## src/rtl/ua_burst_pkg.sv

```systemverilog
package ua_burst_pkg;
    localparam int NUM_MODES = 6;
    localparam int CNT_W     = 8;
    localparam int ACK_PS    = 20000;
    localparam int ENV_MIN_PS = 20000;

    typedef enum logic [2:0] {
        ST_IDLE, ST_SETUP, ST_ACK, ST_WAIT, ST_DRIVE, ST_STROBE, ST_DONE, ST_RELEASE
    } seq_state_e;

    typedef struct packed {
        logic [CNT_W-1:0] ack;    // address setup and release hold
        logic [CNT_W-1:0] env;    // acknowledge to STOP negation
        logic [CNT_W-1:0] lead;   // bus turn-on to first strobe edge
        logic [CNT_W-1:0] hold;   // data hold after strobe edge
        logic [CNT_W-1:0] limit;  // ready wait before timeout
    } phase_cyc_t;

    function automatic int dzfs_ps(input int m);
        case (m)
            0: return 70000;  1: return 48000;  2: return 31000;
            3: return 20000;  4: return 6700;   default: return 25000;
        endcase
    endfunction

    function automatic int dvs_ps(input int m);
        case (m)
            0: return 70000;  1: return 48000;  2: return 31000;
            3: return 20000;  4: return 6700;   default: return 4800;
        endcase
    endfunction

    function automatic int dvh_ps(input int m);
        return (m == 5) ? 4800 : 6200;
    endfunction

    function automatic int li_max_ps(input int m);
        return (m <= 2) ? 150000 : ((m <= 4) ? 100000 : 75000);
    endfunction

    function automatic int cyc_up(input int ps, input int clk_ps);
        int c;
        c = (ps + clk_ps - 1) / clk_ps;
        return (c < 1) ? 1 : c;
    endfunction

    function automatic int cyc_down(input int ps, input int clk_ps);
        int c;
        c = ps / clk_ps;
        return (c < 1) ? 1 : c;
    endfunction

    function automatic int max2(input int a, input int b);
        return (a > b) ? a : b;
    endfunction
endpackage

```

## src/rtl/ua_burst_timing.sv

```systemverilog
module ua_burst_timing
    import ua_burst_pkg::*;
#(
    parameter int CLK_PS = 10000,
    parameter int MARGIN = 4
) (
    input  logic [2:0] mode_sel,
    output phase_cyc_t cyc
);
    phase_cyc_t tbl [NUM_MODES];

    for (genvar g = 0; g < NUM_MODES; g++) begin : g_row
        assign tbl[g].ack   = CNT_W'(cyc_up(ACK_PS, CLK_PS));
        assign tbl[g].env   = CNT_W'(cyc_up(ENV_MIN_PS, CLK_PS));
        assign tbl[g].lead  = CNT_W'(max2(cyc_up(dzfs_ps(g), CLK_PS),
                                          cyc_up(dvs_ps(g), CLK_PS)));
        assign tbl[g].hold  = CNT_W'(cyc_up(dvh_ps(g), CLK_PS));
        assign tbl[g].limit = CNT_W'(cyc_down(li_max_ps(g), CLK_PS) + MARGIN);
    end

    assign cyc = (int'(mode_sel) < NUM_MODES) ? tbl[mode_sel] : tbl[0];
endmodule

```

## src/rtl/ua_burst_seq.sv

```systemverilog
module ua_burst_seq
    import ua_burst_pkg::*;
(
    input  logic       clk,
    input  logic       rst,
    input  logic       start,
    input  logic       dmarq,
    input  logic       ddmardy_n,
    input  logic [2:0] mode,
    input  phase_cyc_t cyc,
    output seq_state_e state,
    output logic [2:0] mode_q,
    output logic       err,
    output logic       load_word
);
    seq_state_e       nxt;
    logic [CNT_W-1:0] cnt;
    logic             timeout;
    logic             launch;

    function automatic logic [CNT_W-1:0] dwell(input seq_state_e s, input phase_cyc_t c);
        case (s)
            ST_SETUP, ST_RELEASE: return c.ack;
            ST_ACK:               return c.env;
            ST_WAIT:              return c.limit;
            ST_DRIVE:             return c.lead;
            ST_STROBE:            return c.hold;
            default:              return CNT_W'(1);
        endcase
    endfunction

    always_comb begin
        nxt       = state;
        load_word = 1'b0;
        timeout   = 1'b0;
        launch    = 1'b0;
        case (state)
            ST_IDLE:
                if (start && dmarq && (int'(mode) < NUM_MODES)) begin
                    nxt    = ST_SETUP;
                    launch = 1'b1;
                end
            ST_SETUP:  if (cnt == '0) nxt = ST_ACK;
            ST_ACK:    if (cnt == '0) nxt = ST_WAIT;
            ST_WAIT:
                if (!ddmardy_n) begin
                    nxt       = ST_DRIVE;
                    load_word = 1'b1;
                end else if (cnt == '0) begin
                    nxt     = ST_RELEASE;
                    timeout = 1'b1;
                end
            ST_DRIVE:   if (cnt == '0) nxt = ST_STROBE;
            ST_STROBE:  if (cnt == '0) nxt = ST_DONE;
            ST_DONE:    if (!start) nxt = ST_RELEASE;
            ST_RELEASE: if (cnt == '0) nxt = ST_IDLE;
            default:    nxt = ST_IDLE;
        endcase
    end

    always_ff @(posedge clk) begin
        if (rst) begin
            state  <= ST_IDLE;
            cnt    <= '0;
            mode_q <= '0;
            err    <= 1'b0;
        end else begin
            state <= nxt;
            if (nxt != state)
                cnt <= dwell(nxt, cyc) - CNT_W'(1);
            else if (cnt != '0)
                cnt <= cnt - CNT_W'(1);
            if (launch) begin
                mode_q <= mode;
                err    <= 1'b0;
            end else if (timeout) begin
                err <= 1'b1;
            end
        end
    end
endmodule

```

## src/rtl/ua_burst_drive.sv

```systemverilog
module ua_burst_drive
    import ua_burst_pkg::*;
#(
    parameter int          DATA_W     = 16,
    parameter logic [4:0]  ADDR_BURST = 5'b11000,
    parameter logic [4:0]  ADDR_IDLE  = 5'b11111
) (
    input  logic              clk,
    input  logic              rst,
    input  seq_state_e        state,
    input  logic              load_word,
    input  logic [DATA_W-1:0] wdata,
    output logic              dmack_n,
    output logic              stop,
    output logic              hstrobe,
    output logic [DATA_W-1:0] dd_out,
    output logic              dd_oe,
    output logic [4:0]        tf_addr,
    output logic              first_word_done
);
    logic [DATA_W-1:0] word_q;
    logic              data_on;

    always_ff @(posedge clk) begin
        if (rst) begin
            word_q  <= '0;
            data_on <= 1'b0;
        end else begin
            if (load_word) begin
                word_q  <= wdata;
                data_on <= 1'b1;
            end else if (state == ST_IDLE) begin
                data_on <= 1'b0;
            end
        end
    end

    always_comb begin
        dmack_n = !(state inside {ST_ACK, ST_WAIT, ST_DRIVE, ST_STROBE, ST_DONE});
        stop    = !(state inside {ST_WAIT, ST_DRIVE, ST_STROBE, ST_DONE});
        hstrobe = !(state inside {ST_STROBE, ST_DONE});
        dd_oe   = data_on && (state inside {ST_DRIVE, ST_STROBE, ST_DONE, ST_RELEASE});
        dd_out  = dd_oe ? word_q : '0;
        tf_addr = (state == ST_IDLE) ? ADDR_IDLE : ADDR_BURST;
        first_word_done = (state == ST_DONE);
    end
endmodule

```

## src/rtl/ua_burst_init.sv

```systemverilog
module ua_burst_init
    import ua_burst_pkg::*;
#(
    parameter int         CLK_PS     = 10000,
    parameter int         DATA_W     = 16,
    parameter int         MARGIN     = 4,
    parameter logic [4:0] ADDR_BURST = 5'b11000,
    parameter logic [4:0] ADDR_IDLE  = 5'b11111
) (
    input  logic              clk,
    input  logic              rst,
    input  logic              start,
    input  logic [2:0]        mode,
    input  logic [DATA_W-1:0] wdata,
    input  logic              dmarq,
    input  logic              ddmardy_n,
    output logic              dmack_n,
    output logic              stop,
    output logic              hstrobe,
    output logic [DATA_W-1:0] dd_out,
    output logic              dd_oe,
    output logic [4:0]        tf_addr,
    output logic              first_word_done,
    output logic              err
);
    phase_cyc_t cyc;
    seq_state_e state;
    logic [2:0] mode_q;
    logic       load_word;

    ua_burst_timing #(.CLK_PS(CLK_PS), .MARGIN(MARGIN)) u_timing (
        .mode_sel (mode_q),
        .cyc      (cyc)
    );

    ua_burst_seq u_seq (
        .clk       (clk),
        .rst       (rst),
        .start     (start),
        .dmarq     (dmarq),
        .ddmardy_n (ddmardy_n),
        .mode      (mode),
        .cyc       (cyc),
        .state     (state),
        .mode_q    (mode_q),
        .err       (err),
        .load_word (load_word)
    );

    ua_burst_drive #(.DATA_W(DATA_W), .ADDR_BURST(ADDR_BURST), .ADDR_IDLE(ADDR_IDLE)) u_drive (
        .clk             (clk),
        .rst             (rst),
        .state           (state),
        .load_word       (load_word),
        .wdata           (wdata),
        .dmack_n         (dmack_n),
        .stop            (stop),
        .hstrobe         (hstrobe),
        .dd_out          (dd_out),
        .dd_oe           (dd_oe),
        .tf_addr         (tf_addr),
        .first_word_done (first_word_done)
    );
endmodule

```

## config.mk

```make
export PLATFORM = sky130hd
export DESIGN_NAME = ua_burst_init
export DESIGN_NICKNAME = d
export VERILOG_FILES = /design/src/rtl/ua_burst_pkg.sv /design/src/rtl/ua_burst_timing.sv /design/src/rtl/ua_burst_seq.sv /design/src/rtl/ua_burst_drive.sv /design/src/rtl/ua_burst_init.sv
export SDC_FILE = /design/constraint.sdc
export NUM_CORES = 1
export LEC_CHECK = 0
export BUFFER_PORTS_ARGS = -buffer_cell sky130_fd_sc_hd__buf_2
export CAP_MARGIN = 0
export CORE_ASPECT_RATIO = 0.7
export CORE_MARGIN = 10
export CORE_UTILIZATION = 47
export CTS_CLUSTER_SIZE = 30
export DETAILED_ROUTE_END_ITERATION = 7
export GPL_TIMING_DRIVEN = 0
export PLACE_DENSITY = 0.79
export SLEW_MARGIN = 20
export SYNTH_ARGS = -nofsm -noshare
export SYNTH_HDL_FRONTEND = slang
export SYNTH_SLANG_ARGS = --single-unit
```

## constraint.sdc

```tcl
create_clock -name clk -period 2.8 [get_ports clk]
set_clock_uncertainty 0.05 [all_clocks]
set_input_delay 0.56 -clock clk [delete_from_list [all_inputs] [get_ports clk]]
set_output_delay 0.56 -clock clk [all_outputs]
set_load 0.02 [all_outputs]
```

### Word-level counts from Yosys, hierarchy flattened

Memories as Yosys holds them, arrays and structs flattened.
Index checks and enable logic that the tools add are counted.
W data, S select, Z words.

* register bits after elaboration: 32
* latch bits: 0
* memory bits (writable): 0
* ROM bits: 320
* input bits: 24
* output and inout port bits: 27
* memories: 1

Memory list
* (no name shown): words 8, width 40, rd ports 1, clocked after memory_dff 0, write ports 0, line ua_burst_timing.sv:21 `assign cyc = (int'(mode_sel) < NUM_MODES) ? tbl[mode_sel] : tbl[0];`

* $add $sub $neg: 2
* $mul: 0
* divide/modulo/power cells: 0
* magnitude comparators: 3
* equality and inequality tests: 14
* shifts and indexed selects: 0
* multiplexer cells: 29
* bitwise gates (word level): 1
* reduce and logical (&&, ||, !) cells: 17

Operators by type and width (count)
* $mux W40: 3
* $pmux W8 S5: 1
* $mux W8: 4
* $mux W3: 10
* $pmux W3 S8: 1
* $eq A3 B3 Y1 const B: 7
* $mux W16: 1
* $sub A8 B1 Y8 const B: 2
* $eq A3 B2 Y1 const B: 4
* $mux W1: 9
* $logic_not A8 Y1: 1
* $reduce_bool A4 Y1: 2
* $reduce_bool A8 Y1: 1
* $eq A3 B1 Y1 const B: 2
* $lt A3 B3 Y1 const B: 2
* $reduce_bool A2 Y1: 3
* $reduce_bool A5 Y1: 1
* $ge A4 B4 Y1 const B: 1
* $not A3 Y4: 1
* $reduce_or A2 Y1: 2
* $logic_and A1 B1 Y1: 3
* $logic_not A1 Y1: 3
* $logic_not A3 Y1: 1
* $ne A3 B3 Y1: 1

### Logic depth before layout (Yosys ltp)

* word-level depth: 11
* depth in mapped cells: 14
* mapped depth without buffers: 13

### Modules after synthesis

From an unflattened synthesis, not the netlist that was laid out.

* cells, all modules: 332
* area, all modules: 2681.3 µm²

Modules (own cells, without submodules)
* ua_burst_seq: times used 1, cells each 193, area each 1506.4 µm²
* ua_burst_drive: times used 1, cells each 91, area each 823.3 µm²
* ua_burst_timing: times used 1, cells each 48, area each 351.6 µm²

### Least setup slack after synthesis

Ideal clock, no wire load.

* path type: flip-flop to flip-flop
* from: register u_seq.state[0]
* to: register u_seq.cnt[4]
* library setup time: 0.070 ns
* data arrival time: 2.923 ns
* slack: -0.242 ns
* stages on the path, launching flop included: 14
* period minus slack after synthesis: 3.042 ns
* path through: dfxtp_1 buf_2 nor3_1 a41oi_1 o211ai_2 buf_2 o21ai_0 ha_1 nand2b_1 nor2_1 mux2_2 a21oi_1 nand2_1 a21oi_1

* word-level cells in the longest chain between the ends: 10
* elaborated cells between the ends (all ways): 32
* those cells by class: 1 x add/sub; 14 x eq/ne; 14 x mux; 3 x reduce/logical

Ends and longest elaborated chain
* from (decl): line ua_burst_seq.sv:11 `output seq_state_e state,`
* from (signal assigned): line ua_burst_seq.sv:68 `state <= nxt;`
* $mux W3: line ua_burst_seq.sv:49 `end else if (cnt == '0) begin`
* $mux W3: line ua_burst_seq.sv:46 `if (!ddmardy_n) begin`
* $pmux W3 S8: line ua_burst_seq.sv:37 `case (state)`
* $eq A3 B1 Y1 or $eq A3 B3 Y1 (tied branches): line ua_burst_seq.sv:22 `case (s)`
* $reduce_or A2 Y1: line ua_burst_seq.sv:22
* $pmux W8 S5: line ua_burst_seq.sv:22
* $mux W8: line ua_burst_seq.sv:69 `if (nxt != state)`
* $mux W8: line ua_burst_seq.sv:62 `if (rst) begin`
* $sub A8 B1 Y8: line ua_burst_seq.sv:70 `cnt <= dwell(nxt, cyc) - CNT_W'(1);`
* $mux W8: line ua_burst_seq.sv:69
* to (signal assigned): line ua_burst_seq.sv:70
* to (signal assigned): line ua_burst_seq.sv:72 `cnt <= cnt - CNT_W'(1);`
* to (decl): line ua_burst_seq.sv:17 `logic [CNT_W-1:0] cnt;`

Several ways; a longest one is shown, not always the timed one. The select of a mux whose other input is x is not followed.
A chain may end at the register's enable or synchronous reset.

### Worst setup path in the final report

* from: register u_seq.cnt[6]
* to: register u_seq.cnt[4]

* word-level cells in the longest chain between the ends: 11
* elaborated cells between the ends (all ways): 24
* those cells by class: 1 x add/sub; 7 x eq/ne; 12 x mux; 4 x reduce/logical

Ends and longest elaborated chain (line)
* $logic_not A8 Y1
* $mux W3: ua_burst_seq.sv:49
* $mux W3: ua_burst_seq.sv:46
* $pmux W3 S8: ua_burst_seq.sv:37
* $eq A3 B1 Y1 or $eq A3 B3 Y1 (tied branches): ua_burst_seq.sv:22
* $reduce_or A2 Y1: ua_burst_seq.sv:22
* $pmux W8 S5: ua_burst_seq.sv:22
* $mux W8: ua_burst_seq.sv:69
* $mux W8: ua_burst_seq.sv:62
* $sub A8 B1 Y8: ua_burst_seq.sv:70
* $mux W8: ua_burst_seq.sv:69

Several ways; a longest one is shown, not always the timed one. The select of a mux whose other input is x is not followed.

==> results_dict.tcl <==
set metrics [dict create \
    status "finished clean" \
    synth_top_family_by_area "simple AND/OR/NAND/NOR gates" \
    start_util_pct 49.30 \
    seq_area_frac_synth_pct 32.93 \
    vias_per_cell 5.677 \
    async_reset_ff_share_pct 0 \
    multi_input_area_um2 1277 \
    globalplace.congestion 0.9142 \
    period_share_pct 99.97 \
    ant_nets 0 \
    crit_arrival_ns 2.97 \
    io_pins 51 \
    cp.required_ns 2.97 \
    diodes 0 \
    hp-class "reg2reg" \
    cts_tree "built" \
    clock.fmax_mhz 357.2 \
    cts_made_buffers 5 \
    drc 0 \
    cp-start-kind "flop" \
    drt_iter0_markers 207 \
    grt_max_degree 12 \
    clk_pin_slew_ns 0.07 \
    synth.most_common_cell "nand2_1" \
    overflow 0 \
    setup_tns_ns 0 \
    fp-row-count 19 \
    muxShareOfSynthArea_pct 3.215 \
    grt_usage_pct 15.55 \
    synthFlopType "dfxtp_1" \
    p_per_area_nw_per_um2 828.5 \
    synthSimpleGateAreaFrac_pct 28.04 \
    peakVddDrop_mv 0.4404 \
    clk-insertion-delay-late_ns 0.28 \
    fill_cells 370 \
    slew_headroom_pct 62.92 \
    final-setup-viol-count 0 \
    area_growth_pct 29.58 \
    die-area_um2 7154 \
    firstDrtPassIters 4 \
    grt_first_pass_wirelength_um 9397 \
    num_vias 2072 \
    nets 339 \
    yosysWarnings 0 \
    cts_buffer_depth 2 \
    synth-edff-count 0 \
    final_hold_viol_count 0 \
    cts-hold-fix-buffers 0 \
    rsz0062_at_grt "yes" \
    synth_xor_area_share_pct 1.801 \
    min_period_ns 2.799 \
    antenna_found_initial 0 \
    cts.sinks 32 \
    yosys.area.top_type "dfxtp_1" \
    max_cap_violations 0 \
    io_buffers 47 \
    synth_fa_ha_area_share_pct 1.929 \
    wl_um 5844 \
    die_h_um 73.83 \
    worst_slew_pin_slew_ns 0.5504 \
    worstSetupPathType "reg2reg" \
    syn_inst 251 \
    dp_slack_ns -0.5465 \
    synth_area_leaders "dfxtp_1, nand2_1, a21oi_1, and3_1, o21ai_0" \
    synth_common_cells "nand2_1, dfxtp_1, a21oi_1" \
    synth_compound_area_share_pct 25.59 \
    maxSlewViolCount 0 \
    cp_max_fo 5 \
    syn_avg_cell_area_um2 7.751 \
    syn_area_um2 1946 \
    worst_slack_ns 0.0008091 \
    grt_pass1_vias 1947 \
    wire_per_inst_um 16.01 \
    drive_above_1_share_pct 32.27 \
    htree_levels 2 \
    endpoint_kind "flop" \
    power.leakage_nw 1.087 \
    seq_area_um2 655.6 \
    ys_seq_elements 32 \
    core_area_um2 3946 \
    netlist.area_leader.share_pct 32.93 \
    dp_hpwl_um 4187 \
    clockRootBuffer "clkbuf_8" \
    die_width_um 96.90 \
    synthDistinctLibCells 54 \
]
-- per-layer routing --
layer / routed length, µm / track usage (%)
met5: 0 / 0
met4: 45 / 4.568
met3: 566 / 4.588
met2: 2674 / 23.59
met1: 2558 / 20.77
-- kinds of logic (layout without fill, tap and decap cells) --
kind of cell,Yosys count,in the layout
AOI/OAI and AO/OA,71,71
other,1,2
xor gates and xnor gates,4,4
muxes,6,6
DFF,32,32
and+or+nand+nor,106,106
adders and majority gates,3,3
buffers and inverters,28,89
-- where the power goes --
group / switching (W) / total (W) / internal (W)
sequential: 0.0000904 / 0.000613 / 0.000522
combinational: 0.000575 / 0.00103 / 0.000459
clock: 0.000179 / 0.000443 / 0.000263
total: 0.000844 / 0.00209 / 0.00124
-- cells in the final DEF, fill, tap and decap left out, drive strengths merged, types with 4 or more instances in the layout --
cell type,netlist,routed
nand2b,5,5
mux2i,4,4
o21ai,13,13
o211ai,7,7
inv,8,8
nor2b,5,5
a21oi,28,28
clkbuf,12,17
dfxtp,32,32
and3,16,16
nor2,13,13
nor3,5,5
nand2,44,44
buf,8,61
-- worst max-delay path, stage by stage (launching register included) --
cell	delay, ns
dfxtp_4	0.37
or4_4	0.55
or3_4	0.40
a21oi_4	0.15
a211oi_2	0.10
o21ai_1	0.08
o21ai_1	0.10
ha_2	0.20
nand2b_1	0.08
nor2_1	0.05
mux2_4	0.28
a21oi_2	0.14
nand2_1	0.07
a21oi_1	0.11
-- final timing paths --
path / endpoint / cells past startpoint / slack, ns / start
setup / recovery: u_seq.cnt[4] / 13 / 0.0008 / u_seq.cnt[6]
hold / removal: u_drive.word_q[5] / 2 / 0.40 / u_drive.word_q[5]
setup reg to reg: u_seq.cnt[4] / 13 / 0.0008 / u_seq.cnt[6]
hold reg to reg: u_drive.word_q[5] / 2 / 0.40 / u_drive.word_q[5]
-- layout make-up --
class / instances / area share (%)
Clock buffer: 5 / 2.730
Sequential cell: 32 / 26.00
Timing Repair Buffer: 54 / 11.41
Tap cell: 52 / 2.581
Inverter: 8 / 1.191
Buffer: 19 / 3.722
Multi-Input combinational cell: 192 / 50.67
Clock inverter: 3 / 1.687
-- repair_timing --
item | 4_1_cts | 5_1_grt
setup buffers | 5 | 2
resized for setup | 19 | 12
endpoints found under the setup margin | 6 | 3
pin swaps | 7 | 4
-- state kept, by name, summed over array words and instances (netlist names) --
name             flops
u_drive.word_q      16
u_seq.mode_q         3
u_seq.cnt            8
u_drive.data_on      1
u_seq.err            1
u_seq.state          3
-- per-stage QoR --
step	cells	hold WS (ns)	power (W)	area, µm²	util, %
6_report	365	0.3997	0.002089	2521	63.89
5_1_grt	365	0.4254	0.002218	2521	63.89
4_1_cts	363	0.4039	0.001998	2470	62.59
3_5_place_dp	351	0.3939	0.001420	2255	57.13
3_3_place_gp	351	0.3881	0.001402	2255	57.13
2_1_floorplan	252	0.3819	0.001237	1954	-
Note: power is estimated with default switching activity, not from simulation.
